**src/rtl/tbx_pkg.sv**
```systemverilog
package tbx_pkg;

    typedef enum logic [2:0] {
        ST_IDLE,
        ST_ENQ,
        ST_ENQ_WAIT,
        ST_PKT,
        ST_PKT_WAIT,
        ST_PASS,
        ST_PASS_WAIT
    } seq_state_t;

endpackage

```
**src/rtl/tbx_silence_timer.sv**
```systemverilog
module tbx_silence_timer #(
    parameter int TICKS = 75
) (
    input  logic clk,
    input  logic rst_n,
    input  logic arm,
    input  logic line_active,
    input  logic us_tick,
    output logic expire
);
    localparam int CW = $clog2(TICKS + 1);
    localparam logic [CW-1:0] LAST = CW'(TICKS - 1);

    logic [CW-1:0] cnt;

    assign expire = arm && !line_active && us_tick && (cnt == LAST);

    always_ff @(posedge clk or negedge rst_n) begin
        if (!rst_n) begin
            cnt <= '0;
        end else if (!arm || line_active || expire) begin
            cnt <= '0;
        end else if (us_tick) begin
            cnt <= cnt + 1'b1;
        end
    end
endmodule

```
**src/rtl/tbx_nid_reg.sv**
```systemverilog
module tbx_nid_reg #(
    parameter int ID_W = 8
) (
    input  logic            clk,
    input  logic            rst_n,
    input  logic [ID_W-1:0] my_id,
    input  logic            adv,
    output logic [ID_W-1:0] nid,
    output logic            at_self
);
    localparam logic [ID_W-1:0] ID_MAX = '1;
    localparam logic [ID_W-1:0] ID_ONE = ID_W'(1);

    function automatic logic [ID_W-1:0] step_id(input logic [ID_W-1:0] x);
        return (x == ID_MAX || x == '0) ? ID_ONE : x + ID_ONE;
    endfunction

    logic [ID_W-1:0] nid_q;

    assign nid     = (nid_q == '0) ? step_id(my_id) : nid_q;
    assign at_self = (step_id(nid) == my_id);

    always_ff @(posedge clk or negedge rst_n) begin
        if (!rst_n) begin
            nid_q <= '0;
        end else if (adv) begin
            nid_q <= step_id(nid);
        end
    end
endmodule

```
**src/rtl/tbx_status.sv**
```systemverilog
module tbx_status (
    input  logic clk,
    input  logic rst_n,
    input  logic host_req,
    input  logic host_bcast,
    input  logic set_ta,
    input  logic set_tma,
    output logic ta,
    output logic tma,
    output logic bcast
);
    always_ff @(posedge clk or negedge rst_n) begin
        if (!rst_n) begin
            ta    <= 1'b1;
            tma   <= 1'b0;
            bcast <= 1'b0;
        end else if (host_req && ta) begin
            ta    <= 1'b0;
            tma   <= 1'b0;
            bcast <= host_bcast;
        end else begin
            if (set_ta)  ta  <= 1'b1;
            if (set_tma) tma <= 1'b1;
        end
    end
endmodule

```
**src/rtl/tbx_tx_fsm.sv**
```systemverilog
module tbx_tx_fsm
    import tbx_pkg::*;
(
    input  logic clk,
    input  logic rst_n,
    input  logic invited,
    input  logic ta,
    input  logic bcast,
    input  logic rx_ack,
    input  logic rx_nak,
    input  logic line_active,
    input  logic expire,
    input  logic at_self,
    output logic cmd_fbe,
    output logic cmd_pkt,
    output logic cmd_itt,
    output logic arm,
    output logic adv,
    output logic set_ta,
    output logic set_tma
);
    seq_state_t state, state_nx;

    always_ff @(posedge clk or negedge rst_n) begin
        if (!rst_n) state <= ST_IDLE;
        else        state <= state_nx;
    end

    always_comb begin
        state_nx = state;
        unique case (state)
            ST_IDLE: begin
                if (invited) begin
                    if (ta)         state_nx = ST_PASS;
                    else if (bcast) state_nx = ST_PKT;
                    else            state_nx = ST_ENQ;
                end
            end
            ST_ENQ:      state_nx = ST_ENQ_WAIT;
            ST_ENQ_WAIT: begin
                if (rx_ack)                               state_nx = ST_PKT;
                else if (rx_nak || line_active || expire) state_nx = ST_PASS;
            end
            ST_PKT:      state_nx = bcast ? ST_PASS : ST_PKT_WAIT;
            ST_PKT_WAIT: begin
                if (rx_ack || rx_nak || line_active || expire) state_nx = ST_PASS;
            end
            ST_PASS:     state_nx = ST_PASS_WAIT;
            ST_PASS_WAIT: begin
                if (rx_ack || rx_nak || line_active) state_nx = ST_IDLE;
                else if (expire)                     state_nx = at_self ? ST_IDLE : ST_PASS;
            end
            default:     state_nx = ST_IDLE;
        endcase
    end

    always_comb begin
        cmd_fbe = (state == ST_ENQ);
        cmd_pkt = (state == ST_PKT);
        cmd_itt = (state == ST_PASS);
        arm     = (state == ST_ENQ_WAIT) || (state == ST_PKT_WAIT) ||
                  (state == ST_PASS_WAIT);
        adv     = (state == ST_PASS_WAIT) && expire && !at_self &&
                  !rx_ack && !rx_nak;
        set_ta  = ((state == ST_PKT) && bcast) ||
                  ((state == ST_PKT_WAIT) && (rx_ack || (expire && !rx_nak)));
        set_tma = (state == ST_PKT_WAIT) && rx_ack;
    end
endmodule

```
**src/rtl/token_tx_seq.sv**
```systemverilog
module token_tx_seq #(
    parameter int ID_W      = 8,
    parameter int SIL_TICKS = 75
) (
    input  logic            clk,
    input  logic            rst_n,
    input  logic [ID_W-1:0] my_id,
    input  logic            host_req,
    input  logic            host_bcast,
    input  logic            rx_itt,
    input  logic [ID_W-1:0] rx_itt_did,
    input  logic            rx_ack,
    input  logic            rx_nak,
    input  logic            line_active,
    input  logic            us_tick,
    output logic            cmd_fbe,
    output logic            cmd_pkt,
    output logic            cmd_itt,
    output logic [ID_W-1:0] cmd_itt_nid,
    output logic            ta,
    output logic            tma
);
    logic invited, bcast, expire, at_self, arm, adv, set_ta, set_tma;

    assign invited = rx_itt && (rx_itt_did == my_id);

    tbx_silence_timer #(.TICKS(SIL_TICKS)) u_timer (
        .clk(clk), .rst_n(rst_n), .arm(arm), .line_active(line_active),
        .us_tick(us_tick), .expire(expire)
    );

    tbx_nid_reg #(.ID_W(ID_W)) u_nid (
        .clk(clk), .rst_n(rst_n), .my_id(my_id), .adv(adv),
        .nid(cmd_itt_nid), .at_self(at_self)
    );

    tbx_status u_status (
        .clk(clk), .rst_n(rst_n), .host_req(host_req), .host_bcast(host_bcast),
        .set_ta(set_ta), .set_tma(set_tma), .ta(ta), .tma(tma), .bcast(bcast)
    );

    tbx_tx_fsm u_fsm (
        .clk(clk), .rst_n(rst_n), .invited(invited), .ta(ta), .bcast(bcast),
        .rx_ack(rx_ack), .rx_nak(rx_nak), .line_active(line_active),
        .expire(expire), .at_self(at_self), .cmd_fbe(cmd_fbe),
        .cmd_pkt(cmd_pkt), .cmd_itt(cmd_itt), .arm(arm), .adv(adv),
        .set_ta(set_ta), .set_tma(set_tma)
    );
endmodule

```
**config.mk**
```make
export PLATFORM = sky130hd
export DESIGN_NAME = token_tx_seq
export DESIGN_NICKNAME = d
export VERILOG_FILES = /design/src/rtl/tbx_pkg.sv /design/src/rtl/tbx_silence_timer.sv /design/src/rtl/tbx_nid_reg.sv /design/src/rtl/tbx_status.sv /design/src/rtl/tbx_tx_fsm.sv /design/src/rtl/token_tx_seq.sv
export SDC_FILE = /design/constraint.sdc
export NUM_CORES = 1
export LEC_CHECK = 0
export BUFFER_PORTS_ARGS = -buffer_cell sky130_fd_sc_hd__buf_2
export CORE_ASPECT_RATIO = 1.1
export CORE_MARGIN = 4
export CORE_UTILIZATION = 60
export DETAILED_ROUTE_END_ITERATION = 12
export HOLD_SLACK_MARGIN = 0.06
export PLACE_DENSITY = 0.85
export SLEW_MARGIN = 15
export SYNTH_ARGS = -nofsm -noshare
export SYNTH_HDL_FRONTEND = slang
export SYNTH_SLANG_ARGS = --single-unit
```
**constraint.sdc**
```tcl
create_clock -name clk -period 11.85 [get_ports clk]
set_input_delay 2.37 -clock clk [delete_from_list [all_inputs] [get_ports clk]]
set_output_delay 2.37 -clock clk [all_outputs]
set_load 0.02 [all_outputs]
```
==> metrics.md <==
| Metric | Value |
|---|---|
| Post-synthesis net count | 276 |
| Layout cell share with drive strength beyond 1 | 24.5% |
| Final WL | 4960 um |
| Final period util | 55.9% |
| Core Rows | 22 |
| Crit Path Class | input pin to output pin |
| Crit-path slowest cell | or3_1 |
| Clock-pin slew on the worst setup and hold paths | 0.12 ns |
| Final setup viols | 0 |
| GPL Wtd Cong | 0.989 |
| Post-synthesis mux area share | 6.44% |
| Hold Path Class | flop to flop |
| Maximum VDD drop | 29.7 uV |
| Final hold slack | 0.499 ns |
| CP required | 9.48 ns |
| Clock Sinks | 21 |
| Synth cell count leaders | dfrtp_1, nand2_1, nor2_1 |
| WP depth | 8 |
| Total core area | 3360 um^2 |
| Die X-Extent | 64.6 um |
| Clock root buffer | clkbuf_4 |
| Biggest fanout along the worst timing path | 10 |
| First-pass GRT wire length | 8620 um |
| Post-Synth XOR/XNOR Area | 12.8% |
| Max Buffers Root-to-Sink | 2 |
| EDFF count, synth | 0 |
| CP startpoint kind | input pin |
| TNS Setup | 0 ns |
| Register area share after synthesis | 24.9% |
| Port-buffer cells | 37 |
| Crit path DAT | 4.25 ns |
| Primary FF master, synth | dfrtp_1 |
| Status | finished, final reports clean |
| Worst Setup End Kind | output pin |
| DRT Pass-1 Iters | 4 |
| Vias per Instance | 6.04 |
| Layout Skew | 0.00909 ns |
| Yosys cell types | 65 |
| Peak Freq | 151 MHz |
| Total number of vias | 1,944 |
| Ys async rst share | 100% |
| Post-synthesis cell count | 246 |
| Synth Area in Compound Gates | 20.5% |
| Source of the worst register-to-register timing path | u_nid.nid_q[5] |
| Clock Latency Late Sink | 0.31 ns |
| Synth Area in Simple Gates | 27.1% |
| Worst-Margin Slew | 0.496 ns |
| Dpl hpwl | 3930 um |
| Maximum number of pins on one net before global-route repair | 22 |
| Initial drt markers | 98 |
| Setup crit end | cmd_itt_nid[7] |
| Ant diodes | 0 |
| Syn avg cell area | 8.61 um^2 |
| CP startpoint | my_id[0] |
| Largest family of logic cells by synthesized area | simple AND/OR/NAND/NOR gates |
| Initial Util | 63.0% |
| DRC viols | 0 |
| WP buf/inv | 3 |
| Clock period minus worst slack | 6.62 ns |
| CP cell instances | buf_2 > ha_1 > nand3_1 > or3_1 > and3_4 > a21oi_2 > inv_2 > buf_2 |
| #FFs+latches synth | 21 |
| Top Family by Delay on Critical Path | simple AND/OR/NAND/NOR gates |
| Max-cap violations | 0 |
| R2r setup slk | 7.37 ns |
| CTS H-tree lvls | 1 |
| Reg-to-reg endpoint | u_nid.nid_q[0] |
| Drt wl/cell | 15.4 um |
| Pwr/cell area | 62.7 nW/um^2 |
| YS warnings | 0 |
| Slew HR | 66.5% |
| Post-Synth Adder-Cell Area | 2.96% |
| Cts hold-fix bufs | 0 |
| Total CTS buffers | 3 |
| Final slew viol count | 0 |
| Initial antenna violation count | 0 |
| Max incr delay on CP | 0.52 ns |
| Total congestion overflow | 0 |
| TritonCTS clock tree | yes |
| Yosys top cell by area | dfrtp_1 |
| Yosys top cell area share | 23.6% |
| Die area | 4540 um^2 |
| R2R depth | 13 |
| Final hold viol count | 0 |
| Ports | 38 |
| Setup repair bufs after CTS | 0 |
| Area growth syn-to-layout | 9.87% |
| Nets | 305 |
| Most frequent CP cell | buf_2 |
| Fillers | 290 |
| LEAKAGE | 1.08 nW |
| Detail Route Antenna Nets | 0 |
| Mapped cell area | 2120 um^2 |
| PostCTS Resize Cnt | 0 |
| Synth top area cells | dfrtp_1, xnor2_1, xor2_1 |
| Global-route usage over all layers | 22.9% |
| Die Height | 70.3 um |
| Unrepaired setup endpoints after global routing | false |
| Number of global-route vias before repair | 1,848 |
-- state kept, by name (all words and copies together), names as in the netlist --
name and cells:
u_fsm.state 3, u_nid.nid_q 8, u_status.bcast 1, u_status.ta 1, u_status.tma 1, u_timer.cnt 7
-- through the flow --
step                setup WS [ns]  std cells  power, mW  instance area, um^2  utilization (%)
floorplan                    5.64        246      0.102                 2120                -
global placement             5.26        318      0.113                 2300             68.4
detailed placement           5.22        318      0.113                 2300             68.4
CTS                          5.25        322      0.147                 2330             69.3
global route                 5.05        322      0.154                 2330             69.3
finish                       5.23        322      0.146                 2330             69.3
-- cell type report --
cell class / instances / area [um^2] / area share [%]
clock buffer: 3 / 22.5 / 0.968
clock inverter: 1 / 5.00 / 0.215
inverter: 13 / 48.8 / 2.10
multi-input combinational: 199 / 1480 / 63.5
sequential: 21 / 527 / 22.6
tap: 48 / 60.1 / 2.58
timing repair buffer: 37 / 185 / 7.96
-- worst reg2reg max path: cells and delay by family (launching register included) --
| family | cells | cell delay [ns] |
|---|---|---|
| AOI/OAI and AO/OA | 5 | 1.43 |
| and+or+nand+nor | 4 | 1.31 |
| muxes | 2 | 0.53 |
| adders and majority gates | 1 | 0.41 |
| xor gates and xnor gates | 1 | 0.19 |
| DFF | 1 | 0.50 |
-- power breakdown --
group          leakage [nW]  internal (mW)  total [mW]  switching (mW)
Combinational         0.775         0.0140      0.0343          0.0203
Sequential            0.284         0.0739      0.0776         0.00373
Clock                0.0177         0.0126      0.0340          0.0214
Total                  1.08          0.101       0.146          0.0454
-- cells in the final DEF (no fill, tap or decap), types with 7 or more instances in the layout --
cell / count
mux2_4: 7
nor4_1: 7
xnor2_1: 16
nor2_1: 19
nor3_1: 9
dfrtp_1: 20
inv_1: 11
a21oi_1: 10
nand3_1: 9
xor2_1: 15
nand2_1: 20
buf_2: 37
-- routing by layer --
| layer | share of wire (%) | vias to the layer above | track usage [%] |
|---|---|---|---|
| li1 | - | 958 | - |
| met1 | 43 | 902 | 30.2 |
| met2 | 50 | 69 | 38.6 |
| met3 | 4.5 | 15 | 0.804 |
| met4 | 2.8 | 0 | 10.3 |
| met5 | 0 | - | 0 |
-- cell families (layout without fill, tap and decap cells) --
kind of cell	count (synthesis)	after routing
compound gates	53	53
xor+xnor	31	31
fa+ha+maj	5	5
buf+inv	26	54
flops	21	21
mux	10	10
simple gates	100	100
-- worst min-delay path by stage --
stage	startpoint	to	slack, ns	depth (start not counted)
after global routing	u_status.tma	u_status.tma	0.53	1
after detailed placement	u_status.tma	u_status.tma	0.48	1
after floorplan	u_timer.cnt[6]	u_timer.cnt[6]	0.50	2
final	u_status.tma	u_status.tma	0.50	1
after global placement	u_status.tma	u_status.tma	0.47	1
after CTS	u_status.tma	u_status.tma	0.51	1
Power figures use the tool's default switching activity.
